File: config.mk
export PLATFORM = sky130hd
export DESIGN_NAME = piezo_burst_gen
export DESIGN_NICKNAME = d
export VERILOG_FILES = /design/src/rtl/pzb_pkg.sv /design/src/rtl/pzb_cfg_latch.sv /design/src/rtl/pzb_timer.sv /design/src/rtl/pzb_bridge_mix.sv /design/src/rtl/pzb_shaper.sv /design/src/rtl/piezo_burst_gen.sv
export SDC_FILE = /design/constraint.sdc
export NUM_CORES = 1
export LEC_CHECK = 0
export BUFFER_PORTS_ARGS = -buffer_cell sky130_fd_sc_hd__buf_2
export CAP_MARGIN = 10
export CORE_MARGIN = 3
export CORE_UTILIZATION = 30
export DETAILED_ROUTE_END_ITERATION = 12
export HOLD_SLACK_MARGIN = 0.02
export SYNTH_ARGS = -nofsm -noshare
export SYNTH_HDL_FRONTEND = slang
export SYNTH_SLANG_ARGS = --single-unit
export TNS_END_PERCENT = 10
File: constraint.sdc
create_clock -name clk -period 11.7 [get_ports clk]
set_input_delay 0 -clock clk [delete_from_list [all_inputs] [get_ports clk]]
set_output_delay 0 -clock clk [all_outputs]
set_load 0.1 [all_outputs]
File: src/rtl/pzb_pkg.sv
`timescale 1ns/1ps
package pzb_pkg;
   localparam int unsigned MIN_PERIOD = 4;
   localparam longint unsigned RES_LOW_HZ = 150000;
   typedef enum logic {LEAD_A = 1'b0, LEAD_B = 1'b1} lead_e;
endpackage

File: src/rtl/pzb_cfg_latch.sv
`timescale 1ns/1ps
module pzb_cfg_latch
   import pzb_pkg::*;
#(
   parameter int unsigned PER_W = 16
) (
   input  logic             clk,
   input  logic             rst_n,
   input  logic             load,
   input  logic [PER_W-1:0] period_in,
   input  logic [PER_W-1:0] width_in,
   input  logic [PER_W-1:0] shift_in,
   input  logic             dir_in,
   output logic [PER_W-1:0] per_q,
   output logic [PER_W-1:0] wid_q,
   output logic [PER_W-1:0] sft_q,
   output lead_e            dir_q
);
   localparam logic [PER_W-1:0] P_MIN = PER_W'(MIN_PERIOD);

   logic [PER_W-1:0] p_eff, half, w_eff, s_dflt, room, s_eff;

   always_comb begin
      p_eff  = (period_in < P_MIN) ? P_MIN : period_in;
      half   = p_eff >> 1;
      w_eff  = ((width_in == '0) || (width_in > half)) ? half : width_in;
      s_dflt = (shift_in == '0) ? (p_eff >> 2) : shift_in;
      room   = p_eff - w_eff;
      s_eff  = (s_dflt > room) ? room : s_dflt;
   end

   always_ff @(posedge clk) begin
      if (!rst_n) begin
         per_q <= P_MIN;
         wid_q <= P_MIN >> 1;
         sft_q <= P_MIN >> 2;
         dir_q <= LEAD_A;
      end else if (load) begin
         per_q <= p_eff;
         wid_q <= w_eff;
         sft_q <= s_eff;
         dir_q <= lead_e'(dir_in);
      end
   end
endmodule

File: src/rtl/pzb_timer.sv
`timescale 1ns/1ps
module pzb_timer #(
   parameter int unsigned PER_W = 16,
   parameter int unsigned CNT_W = 16
) (
   input  logic             clk,
   input  logic             rst_n,
   input  logic             load,
   input  logic [CNT_W-1:0] count_in,
   input  logic [PER_W-1:0] per,
   output logic             busy,
   output logic [PER_W-1:0] ph,
   output logic [CNT_W-1:0] rem,
   output logic             step
);
   logic last_cyc;

   assign last_cyc = (ph == per - PER_W'(1));
   assign step     = busy && last_cyc && (rem != CNT_W'(1)) && !load;

   always_ff @(posedge clk) begin
      if (!rst_n) begin
         busy <= 1'b0;
         ph   <= '0;
         rem  <= '0;
      end else if (load) begin
         busy <= (count_in != '0);
         ph   <= '0;
         rem  <= count_in;
      end else if (busy) begin
         if (last_cyc) begin
            ph <= '0;
            if (rem == CNT_W'(1)) busy <= 1'b0;
            else                  rem  <= rem - CNT_W'(1);
         end else begin
            ph <= ph + PER_W'(1);
         end
      end
   end
endmodule

File: src/rtl/pzb_bridge_mix.sv
`timescale 1ns/1ps
module pzb_bridge_mix #(
   parameter int unsigned HYB_W = 8
) (
   input  logic           clk,
   input  logic           rst_n,
   input  logic           load,
   input  logic           step,
   input  logic [HYB_W:0] ratio_in,
   output logic           full
);
   localparam logic [HYB_W:0] FULL_SCALE = {1'b1, {HYB_W{1'b0}}};

   logic [HYB_W:0]   r_clamp, ratio_q, sum_run;
   logic [HYB_W-1:0] acc;

   assign r_clamp = (ratio_in > FULL_SCALE) ? FULL_SCALE : ratio_in;
   assign sum_run = {1'b0, acc} + ratio_q;

   always_ff @(posedge clk) begin
      if (!rst_n) begin
         ratio_q <= '0;
         acc     <= '0;
         full    <= 1'b0;
      end else if (load) begin
         ratio_q <= r_clamp;
         acc     <= r_clamp[HYB_W-1:0];
         full    <= r_clamp[HYB_W];
      end else if (step) begin
         acc     <= sum_run[HYB_W-1:0];
         full    <= sum_run[HYB_W];
      end
   end
endmodule

File: src/rtl/pzb_shaper.sv
`timescale 1ns/1ps
module pzb_shaper #(
   parameter int unsigned PER_W = 16,
   parameter int unsigned LEGS  = 2
) (
   input  logic             busy,
   input  logic             full,
   input  logic             dir_b,
   input  logic [PER_W-1:0] ph,
   input  logic [PER_W-1:0] wid,
   input  logic [PER_W-1:0] sft,
   output logic [LEGS-1:0]  hi,
   output logic [LEGS-1:0]  lo
);
   logic         lead_w, lag_w;
   logic [PER_W:0] ph_x, sft_x, end_x;

   assign ph_x   = {1'b0, ph};
   assign sft_x  = {1'b0, sft};
   assign end_x  = sft_x + {1'b0, wid};
   assign lead_w = busy && (ph < wid);
   assign lag_w  = busy && (ph_x >= sft_x) && (ph_x < end_x);

   for (genvar gi = 0; gi < LEGS; gi++) begin : g_leg
      logic wave;
      if (gi == 0) begin : g_first
         assign wave = dir_b ? lag_w : lead_w;
      end else begin : g_second
         assign wave = dir_b ? lead_w : lag_w;
      end
      assign hi[gi] = wave;
      assign lo[gi] = busy && full && !wave;
   end
endmodule

File: src/rtl/piezo_burst_gen.sv
`timescale 1ns/1ps
module piezo_burst_gen
   import pzb_pkg::*;
#(
   parameter longint unsigned CLK_HZ = 200000000,
   parameter int unsigned     PER_W  = 16,
   parameter int unsigned     CNT_W  = 16,
   parameter int unsigned     HYB_W  = 8
) (
   input  logic             clk,
   input  logic             rst_n,
   input  logic             pulse_wr,
   input  logic [CNT_W-1:0] pulse_cnt,
   input  logic             pulse_dir,
   input  logic [PER_W-1:0] cfg_period,
   input  logic [PER_W-1:0] cfg_width,
   input  logic [PER_W-1:0] cfg_shift,
   input  logic [HYB_W:0]   cfg_hybrid,
   output logic             busy,
   output logic             a_hi,
   output logic             a_lo,
   output logic             b_hi,
   output logic             b_lo
);
   localparam int unsigned    LEGS     = 2;
   localparam longint unsigned MAX_PER = (64'd1 << PER_W) - 64'd1;

   if (PER_W < 4 || PER_W > 32) begin : g_bad_per
      $error("PER_W out of range");
   end
   if (CNT_W < 1) begin : g_bad_cnt
      $error("CNT_W must be at least 1");
   end
   if (HYB_W < 1 || HYB_W > 16) begin : g_bad_hyb
      $error("HYB_W out of range");
   end
   if (CLK_HZ / RES_LOW_HZ > MAX_PER) begin : g_bad_clk
      $error("PER_W too narrow for resonant period at CLK_HZ");
   end

   logic [PER_W-1:0] per_q, wid_q, sft_q, ph;
   logic [CNT_W-1:0] rem;
   lead_e            dir_q;
   logic             dir_b, step, full;
   logic [LEGS-1:0]  hi, lo;

   assign dir_b = (dir_q == LEAD_B);

   pzb_cfg_latch #(.PER_W(PER_W)) cfg_i (
      .clk(clk), .rst_n(rst_n), .load(pulse_wr),
      .period_in(cfg_period), .width_in(cfg_width), .shift_in(cfg_shift),
      .dir_in(pulse_dir),
      .per_q(per_q), .wid_q(wid_q), .sft_q(sft_q), .dir_q(dir_q)
   );

   pzb_timer #(.PER_W(PER_W), .CNT_W(CNT_W)) tmr_i (
      .clk(clk), .rst_n(rst_n), .load(pulse_wr), .count_in(pulse_cnt),
      .per(per_q), .busy(busy), .ph(ph), .rem(rem), .step(step)
   );

   pzb_bridge_mix #(.HYB_W(HYB_W)) mix_i (
      .clk(clk), .rst_n(rst_n), .load(pulse_wr), .step(step),
      .ratio_in(cfg_hybrid), .full(full)
   );

   pzb_shaper #(.PER_W(PER_W), .LEGS(LEGS)) shp_i (
      .busy(busy), .full(full), .dir_b(dir_b), .ph(ph),
      .wid(wid_q), .sft(sft_q), .hi(hi), .lo(lo)
   );

   assign a_hi = hi[0];
   assign a_lo = lo[0];
   assign b_hi = hi[1];
   assign b_lo = lo[1];
endmodule

==> reports/results.ini, run 1 <==
[cts]
post_cts_buffers=0
clk_latency_ps=360
htreeDepth=3
cts.sinks=100
ctsResizeCount=0
cts_tree=done
clockBufferDepth=2
cts_made_buffers=9
clk_pin_slew_ps=80
clockRootBuffer=clkbuf_16

[floorplanning]
core_area_um2=28320
initial_utilization=0.3098
rows=61
chipWidth_um=177.0
die_area_um2=31330
ios=82
die_h_um=177.0

[synth]
syn_avg_cell_area_um2=7.904
synthArstFlopShare=0
syn_inst=1110
synth_edf_count=0
ys_warn_count=0
synth_common_cells=ha_1, nor2_1, dfxtp_1
synth_top_flop_cell=dfxtp_1
synth_seq_cells=100
synth.largest_area_cell=dfxtp_1
synth.most_common_cell=ha_1
synth_area_leaders=dfxtp_1, ha_1, xor2_1, nor2_1, a21oi_1
yosys.area.top_type_share=0.2282
ys_types=75
synth_nets=1308
synth-seq-area-share=0.2282
syn_area_um2=8773

[worst_setup_path]
cp-start-kind=input pin
cp_max_fo=20
slowest_delay_ps=730
crit_end=cfg_i.sft_q[10]$_SDFFE_PN0P_
critical_path.startpoint=cfg_period[15]
rr_startpoint=cfg_i.per_q[2]$_SDFFE_PN1P_
reg2reg_to=tmr_i.rem[14]$_SDFFE_PN0P_
cp_slowest_cell=nor4_1
rrSetupSlack_ps=7830
required_ps=11950
end_kind=flop
path_class=input pin to flop
critPathMostFrequentCell=a21o_1
critPathArrivalTime_ps=8130
reg2reg_depth=9

[timing]
post-route-min-period_ps=7880
maxSlewViolCount=0
max_slew_margin=0.2745
rsz0062_at_grt=false
fin_skew_ps=13.68
hold_viol_final=0
worst_slew_pin_slew_ps=1081
period_share=0.6735
setup_viol=0
fmax_mhz=126.9
finalSetupTns_ps=0

[grt]
antenna_found_initial=0
grt_pass1_vias=8150
grt_pass1_wl_um=42640
grt_usage=0.1698
grt_overflow=0
grt_max_degree=41

[run_status]
status=completed

[routing]
drc=0
first_pass_iters=5
viasPerCell=5.252
wl_per_cell_um=16.66
antenna_left=0
drt-initial-drc-count=623
wl_um=26350
num_vias=8303

[cells_and_area]
fin_nets=1396
drive_above_1_share=0.1022
diodes=0
area_growth_pct=16.41

[placement]
io_buffers=81
gp_congestion=0.9235
hpwl_um=20380

[worst_hold_path]
min_path_cells=3
hp-class=input pin to flop

[power]
p_sw_frac=0.3640
intPower_mw=0.7532
pwr-share-clk=0.292
p_leak_nw=4.575
seqPwrFrac=0.332
power_mw=1.184
p_comb_frac=0.377
max-vdd-ir-drop_mv=0.07882
power-per-cell-area_nw_per_um2=115.9
p_sw_mw=0.4310

[flow_run]
cap_viol_max_count=0

==> kinds of logic (layout without fill, tap and decap cells) <==
kind of cell | after synthesis | after routing | synth area share
xor gates and xnor gates | 85 | 85 | 0.08486
buffers and inverters | 125 | 218 | 0.05533
muxes | 38 | 38 | 0.04435
AOI/OAI and AO/OA | 290 | 290 | 0.2162
DFF | 100 | 100 | 0.2282
and+or+nand+nor | 350 | 350 | 0.1948
adders and majority gates | 122 | 122 | 0.1763
==> per-layer routing <==
layer  wire, um  up-vias  track usage
met3        905       42      0.02166
met1      12290     3899       0.2231
li1           -     4167            -
met5          0        -            0
met4        664        0      0.05139
met2      12490      195       0.2901
==> worst min-delay path by stage <==
stage / from / end / slack (ps)
finish: cfg_period[8] / cfg_i.per_q[8]$_SDFFE_PN0P_ / 40
global route: cfg_period[6] / cfg_i.per_q[6]$_SDFFE_PN0P_ / 50
CTS: cfg_period[8] / cfg_i.per_q[8]$_SDFFE_PN0P_ / 30
detailed placement: pulse_cnt[5] / tmr_i.rem[5]$_SDFFE_PN0P_ / 220
global placement: pulse_cnt[8] / tmr_i.rem[8]$_SDFFE_PN0P_ / 220
floorplan: pulse_cnt[8] / tmr_i.rem[8]$_SDFFE_PN0P_ / 110
==> critical path: cells and delay by family <==
family | cells | cell delay (ps)
simple gates | 7 | 1650
fa+ha+maj | 4 | 1020
compound gates | 15 | 3520
mux | 1 | 330
xor+xnor | 1 | 280
buf+inv | 5 | 1330
==> per-stage QoR <==
stage / util / setup slack (ps) / hold WS (ps) / cells / area, um^2
after floorplan: - / 3498 / 108.6 / 1110 / 8773
after global placement: 0.3362 / 4281 / 218.9 / 1530 / 9519
after detailed placement: 0.3362 / 4106 / 222.8 / 1530 / 9519
after CTS: 0.3607 / 3900 / 25.41 / 1581 / 10210
after global routing: 0.3607 / 3255 / 45.78 / 1581 / 10210
final: 0.3607 / 3820 / 37.86 / 1581 / 10210
==> cell usage in the layout, fill, tap and decap left out, drive strengths merged, types with 34 or more instances in the layout <==
master       count
a21o            38
a21oi           74
buf             89
dfxtp          100
dlygate4sd3     35
ha             118
inv             78
mux2i           34
nand2           93
nor2           102
o21ai           70
xnor2           40
xor2            45
==> power groups by stage <==
stage                     logic, mW  clock network (mW)  registers, mW
after floorplan               0.325                   0          0.390
after global placement        0.428                   0          0.400
after detailed placement      0.431                   0          0.400
after CTS                     0.444               0.353          0.393
after global routing          0.502               0.363          0.397
final                         0.446               0.345          0.393
==> layout make-up <==
cell class                 count  area, um^2
clock inverter                 6       105.1
fill                        2903       18100
clock buffer                  10       239.0
sequential                   100        2002
tap                          378       473.0
inverter                      78       292.8
timing repair buffer         124       815.8
multi-input combinational    885        6286
==> state kept, by name (all words and copies together), names as in the netlist <==
name and flops:
mix_i.acc 8, mix_i.ratio_q 9, tmr_i.rem 16, tmr_i.busy 1
cfg_i.wid_q 16, mix_i.full 1, cfg_i.sft_q 16, cfg_i.per_q 16
cfg_i.dir_q 1, tmr_i.ph 16
==> repair_timing <==
action                     in CTS  in global routing
hold endpoints to repair       38                  0
hold buffers                   35                  0
setup endpoints to repair       0                  0
No activity file was read; power rests on OpenSTA's default activity.
==> inputs of run 2 (changes only) <==
==> constraint.sdc (replaced) <==
create_clock -name clk -period 7.3 [get_ports clk]
set_input_delay 0 -clock clk [delete_from_list [all_inputs] [get_ports clk]]
set_output_delay 0 -clock clk [all_outputs]
set_load 0.1 [all_outputs]
==> run 2 against run 1 <==
Compared with the run above:
- via count up 0.69%
- sequential power up 61%
- sequential share of layout area about the same
- register-to-register slack worse by 4400 ps
- first-iteration DRC count down 23%
- final area up 0.25%
- core utilization up 0.088 points
- combinational power up 62%
- clock power up 41%
- die area unchanged
==> reports/results.ini, run 2 (synthesized netlist as in run 1, its figures left out) <==
[power]
p_sw_frac=0.3823
p_leak_nw=4.591
pwr-share-clk=0.264
power-per-cell-area_nw_per_um2=179.9
p_comb_frac=0.393
p_sw_mw=0.7040
seqPwrFrac=0.343
intPower_mw=1.137
max-vdd-ir-drop_mv=0.1095

[floorplanning]
chipWidth_um=177.0
rows=61
core_area_um2=28320
ios=82
initial_utilization=0.3098
die_area_um2=31330
die_h_um=177.0

[timing]
setup_viol=0
finalSetupTns_ps=0
holdWs_ps=22.20
max_slew_margin=0.2672
period_share=0.9451
worst_slew_pin_slew_ps=1092
rsz0062_at_grt=true
fmax_mhz=145.0
hold_viol_final=0
post-route-min-period_ps=6899
fin_skew_ps=12.22
maxSlewViolCount=0

[cts]
clockRootBuffer=clkbuf_16
cts_tree=done
clockBufferDepth=2
clk_pin_slew_ps=80
cts_made_buffers=9
clk_latency_ps=360
cts.sinks=100
htreeDepth=3

[worst_setup_path]
reg2reg_depth=9
cp_slowest_cell=dlygate4sd3_1
required_ps=7590
critPathMostFrequentCell=a21o_1
critPathArrivalTime_ps=7190
path_class=input pin to flop
critical_path.startpoint=cfg_period[9]
cp-start-kind=input pin
reg2reg_to=tmr_i.rem[14]$_SDFFE_PN0P_
cp_max_fo=15
rrSetupSlack_ps=3410
end_kind=flop
slowest_delay_ps=540
crit_end=cfg_i.sft_q[7]$_SDFFE_PN0P_
rr_startpoint=cfg_i.per_q[3]$_SDFFE_PN0P_

[routing]
wl_um=26380
viasPerCell=5.268
num_vias=8360
antenna_left=0
first_pass_iters=5
drc=0
wl_per_cell_um=16.62
drt-initial-drc-count=480

[flow_run]
cap_viol_max_count=0

[cells_and_area]
diodes=0
final_common_cell=ha_1
area_growth_pct=16.70
drive_above_1_share=0.1050
fin_nets=1402
final_util=0.3616
final_cell_mix=ha_1, nor2_1, dfxtp_1

[grt]
grt_pass1_vias=8083
grt_overflow=0
grt_max_degree=57
antenna_found_initial=0
grt_usage=0.1698
grt_pass1_wl_um=42440

[worst_hold_path]
hp-class=input pin to flop

[placement]
gp_congestion=0.9179
io_buffers=81
hpwl_um=20600

[run_status]
status=completed

==> run 2: changes by cell type in the layout (fill, tap and decap cells not counted), sizes merged <==
cell	previous run	this run
inv	78	79
buf	89	90
clkinv	4	6
clkbuf	10	9
bufinv	2	0
dlygate4sd3	35	40
==> run 2: critical path: cells and delay by family <==
family / cells / cell delay [ps]
fa+ha+maj: 4 / 1030
simple gates: 5 / 830
buf+inv: 5 / 1220
mux: 1 / 340
xor+xnor: 1 / 260
compound gates: 17 / 3480
==> run 2: area by class of cell <==
cell class                 count  area [um^2]
clock buffer                   9        225.2
clock inverter                 7        72.57
fill                        2933        18080
inverter                      78        292.8
multi-input combinational    885         6296
sequential                   100         2002
tap                          378        473.0
timing repair buffer         130        877.1
==> run 2: worst min-delay path by stage <==
stage / startpoint / to / slack [ps] / depth (start not counted)
6_report: cfg_period[3] / cfg_i.per_q[3]$_SDFFE_PN0P_ / 20 / 3
5_1_grt: pulse_cnt[14] / tmr_i.rem[14]$_SDFFE_PN0P_ / 40 / 3
4_1_cts: pulse_cnt[14] / tmr_i.rem[14]$_SDFFE_PN0P_ / 20 / 3
3_5_place_dp: pulse_cnt[5] / tmr_i.rem[5]$_SDFFE_PN0P_ / 220 / 3
3_3_place_gp: pulse_cnt[8] / tmr_i.rem[8]$_SDFFE_PN0P_ / 220 / 3
2_1_floorplan: pulse_cnt[8] / tmr_i.rem[8]$_SDFFE_PN0P_ / 110 / 2
==> run 2: per-layer routing <==
metal | vias up | wire length (um) | global-route usage
li1 | 4178 | - | -
met1 | 3966 | 12010 | 0.2172
met2 | 180 | 12620 | 0.2894
met3 | 36 | 1052 | 0.02896
met4 | 0 | 693 | 0.05630
met5 | - | 0 | 0
==> run 2: power groups by stage <==
stage | combinational [mW] | clock [mW] | sequential, mW
floorplan | 0.521 | 0 | 0.626
global placement | 0.692 | 0 | 0.643
detailed placement | 0.699 | 0 | 0.643
CTS | 0.721 | 0.500 | 0.630
global route | 0.817 | 0.520 | 0.637
finish | 0.724 | 0.486 | 0.631
==> run 2: per-stage QoR <==
step / worst slack (ps) / power [mW] / std cells / cell area, um^2
2_1_floorplan: 196.5 / 1.147 / 1110 / 8781
3_3_place_gp: 792.8 / 1.335 / 1531 / 9534
6_report: 401.1 / 1.841 / 1587 / 10240
5_1_grt: -74.59 / 1.975 / 1587 / 10240
4_1_cts: 471.5 / 1.851 / 1587 / 10230
3_5_place_dp: 659.9 / 1.342 / 1531 / 9534
==> run 2: what timing repair did <==
action,in CTS,in global routing
setup buffers,0,0
gates resized for setup,0,3
setup endpoints to repair,0,13
hold buffers,40,0
hold endpoints to repair,43,0
==> inputs of run 3 (changes only) <==
--- a/config.mk
+++ b/config.mk
@@ -7,11 +7,12 @@
 export LEC_CHECK = 0
 export BUFFER_PORTS_ARGS = -buffer_cell sky130_fd_sc_hd__buf_2
 export CAP_MARGIN = 10
-export CORE_MARGIN = 3
+export CORE_MARGIN = 4
 export CORE_UTILIZATION = 30
 export DETAILED_ROUTE_END_ITERATION = 12
 export HOLD_SLACK_MARGIN = 0.02
 export SYNTH_ARGS = -nofsm -noshare
 export SYNTH_HDL_FRONTEND = slang
+export SYNTH_HIERARCHICAL = 1
 export SYNTH_SLANG_ARGS = --single-unit
 export TNS_END_PERCENT = 10
==> run 3 against run 2 <==
Compared with the run above:
- final area rose by 5.5%
- maximum frequency rose by 1.0%
- clock skew rose by 4.5 ps
- register-to-register slack got worse by 40 ps
- wire length rose by 10%
- combinational power barely moved
- largest power group unchanged
==> reports/results.ini, run 3 <==
[placement]
gp_congestion=0.9365
io_buffers=81
hpwl_um=22370

[routing]
first_pass_iters=5
wl_per_cell_um=17.58
num_vias=9033
drt-initial-drc-count=619
viasPerCell=5.475
wl_um=29010
antenna_left=0
drc=0

[worst_setup_path]
critPathMostFrequentCell=a21o_1
end_kind=flop
critical_path.startpoint=cfg_period[8]
path_class=input pin to flop
reg2reg_to=mix_i/acc[7]$_SDFFE_PN0P_
cp_max_fo=9
cp_slowest_cell=or4_4
cp-start-kind=input pin
critPathArrivalTime_ps=7120
crit_end=cfg_i/sft_q[9]$_SDFFE_PN0P_
required_ps=7590
slowest_delay_ps=550
rrSetupSlack_ps=3370
rr_startpoint=cfg_i/per_q[0]$_SDFFE_PN0P_
reg2reg_depth=14

[timing]
hold_viol_final=0
rsz0062_at_grt=false
fin_skew_ps=16.70
holdWs_ps=46.49
maxSlewViolCount=0
worst_slew_pin_slew_ps=802.0
finalSetupTns_ps=0
max_slew_margin=0.4648
setup_viol=0
post-route-min-period_ps=6830
period_share=0.9356
fmax_mhz=146.4

[floorplanning]
core_area_um2=30750
initial_utilization=0.3059
die_h_um=185.1
rows=64
chipWidth_um=185.1
ios=82
die_area_um2=34260

[cts]
cts_tree=done
clockBufferDepth=2
cts_made_buffers=9
clk_latency_ps=360
clockRootBuffer=clkbuf_16
cts.sinks=100
clk_pin_slew_ps=80
htreeDepth=3

[synth]
synthArstFlopShare=0
synth_top_flop_cell=dfxtp_1
synth_nets=1373
synth_area_leaders=dfxtp_1, ha_1, nor2_1, mux2i_1, a21oi_1
syn_inst=1175
synth-seq-area-share=0.2128
syn_area_um2=9408
synth.largest_area_cell=dfxtp_1
synth_edf_count=0
ys_types=97
synth_common_cells=ha_1, dfxtp_1, nor2_1
synth.most_common_cell=ha_1
syn_avg_cell_area_um2=8.007
synth_seq_cells=100
yosys.area.top_type_share=0.2128
ys_warn_count=6

[cells_and_area]
diodes=0
final_cell_mix=ha_1, dfxtp_1, nor2_1
fin_nets=1447
final_common_cell=ha_1
area_growth_pct=14.87
fill_cells=3289
drive_above_1_share=0.1156

[power]
p_leak_nw=4.689
max-vdd-ir-drop_mv=0.1113
power-per-cell-area_nw_per_um2=170.5

[flow_run]
cap_viol_max_count=0

[worst_hold_path]
min_path_cells=3
hp-class=input pin to flop

[grt]
antenna_found_initial=0
grt_max_degree=68
grt_pass1_wl_um=46110
grt_usage=0.1673
grt_pass1_vias=8512
grt_overflow=0

[run_status]
status=completed

[run 3: changes by cell type in the layout (fill, tap and decap cells not counted), sizes merged, moves of 7 or more]
cell | before | now
and4 | 5 | 13
a211oi | 22 | 31
a31oi | 5 | 14
nand2 | 93 | 61
nor2b | 7 | 17
nand3 | 32 | 43
nor2 | 102 | 95
a21oi | 74 | 65
xor2 | 45 | 30
or4 | 4 | 11
nor3 | 14 | 21
nor4 | 19 | 26
[run 3: layer usage]
metal / global-route usage / vias to the layer above / share of wire
li1: - / 4491 / -
met1: 0.2402 / 4257 / 0.49
met2: 0.2634 / 252 / 0.44
met3: 0.02455 / 33 / 0.050
met4: 0.04257 / 0 / 0.019
met5: 0 / - / 0
[run 3: kinds of logic after synthesis]
logic type	after synthesis	share of synthesized area
buffers and inverters	139	0.05772
adders and majority gates	123	0.1654
muxes	35	0.03737
and+or+nand+nor	390	0.2276
xor gates and xnor gates	65	0.06277
DFF	100	0.2128
AOI/OAI and AO/OA	323	0.2363
[run 3: per-stage QoR]
stage / power (mW) / utilization / worst slack [ps] / std cells / instance area (um^2)
3_5_place_dp: 1.334 / 0.3291 / 208.2 / 1598 / 10120
2_1_floorplan: 1.143 / - / 955.3 / 1175 / 9408
3_3_place_gp: 1.325 / 0.3291 / 402.6 / 1598 / 10120
6_report: 1.842 / 0.3514 / 470.3 / 1650 / 10810
5_1_grt: 1.967 / 0.3514 / 13.59 / 1650 / 10810
4_1_cts: 1.838 / 0.3497 / 34.14 / 1648 / 10750
[run 3: how the worst min path moves through the flow]
stage	from	endpoint	slack (ps)
6_report	cfg_shift[14]	cfg_i/sft_q[14]$_SDFFE_PN0P_	50
5_1_grt	cfg_shift[14]	cfg_i/sft_q[14]$_SDFFE_PN0P_	50
3_5_place_dp	pulse_cnt[4]	tmr_i/rem[4]$_SDFFE_PN0P_	270
2_1_floorplan	rst_n	cfg_i/sft_q[15]$_SDFFE_PN0P_	130
3_3_place_gp	pulse_cnt[4]	tmr_i/rem[4]$_SDFFE_PN0P_	260
4_1_cts	cfg_shift[14]	cfg_i/sft_q[14]$_SDFFE_PN0P_	30
[run 3: layout make-up]
type	count	area (um^2)	share of cell area
well taps	396	495.5	0.04585
flip-flops and latches	100	2002	0.1852
clock buffers	10	239.0	0.02211
multi-input cells	936	6907	0.6391
inverters	78	292.8	0.02709
repair buffers	124	815.8	0.07549
clock inverters	6	55.05	0.005094
[run 3: critical path: cells and delay by family]
kind	cells	cell delay (ps)
AOI/OAI and AO/OA	14	2580
adders and majority gates	4	1150
buffers and inverters	4	830
and+or+nand+nor	10	2280
xor gates and xnor gates	1	280
[run 3: timing repair]
item | in CTS | in global routing
buffers inserted | 0 | 2
resized for setup | 0 | 11
endpoints found under the setup margin | 0 | 16
endpoints found under the hold margin | 43 | 0
hold buffers | 34 | 0
[run 3: power breakdown]
part | internal [mW] | switching [mW] | leakage [nW]
combinational | 0.306 | 0.421 | 3.73
clock | 0.248 | 0.235 | 0.139
sequential | 0.584 | 0.0487 | 0.823
total | 1.14 | 0.705 | 4.69
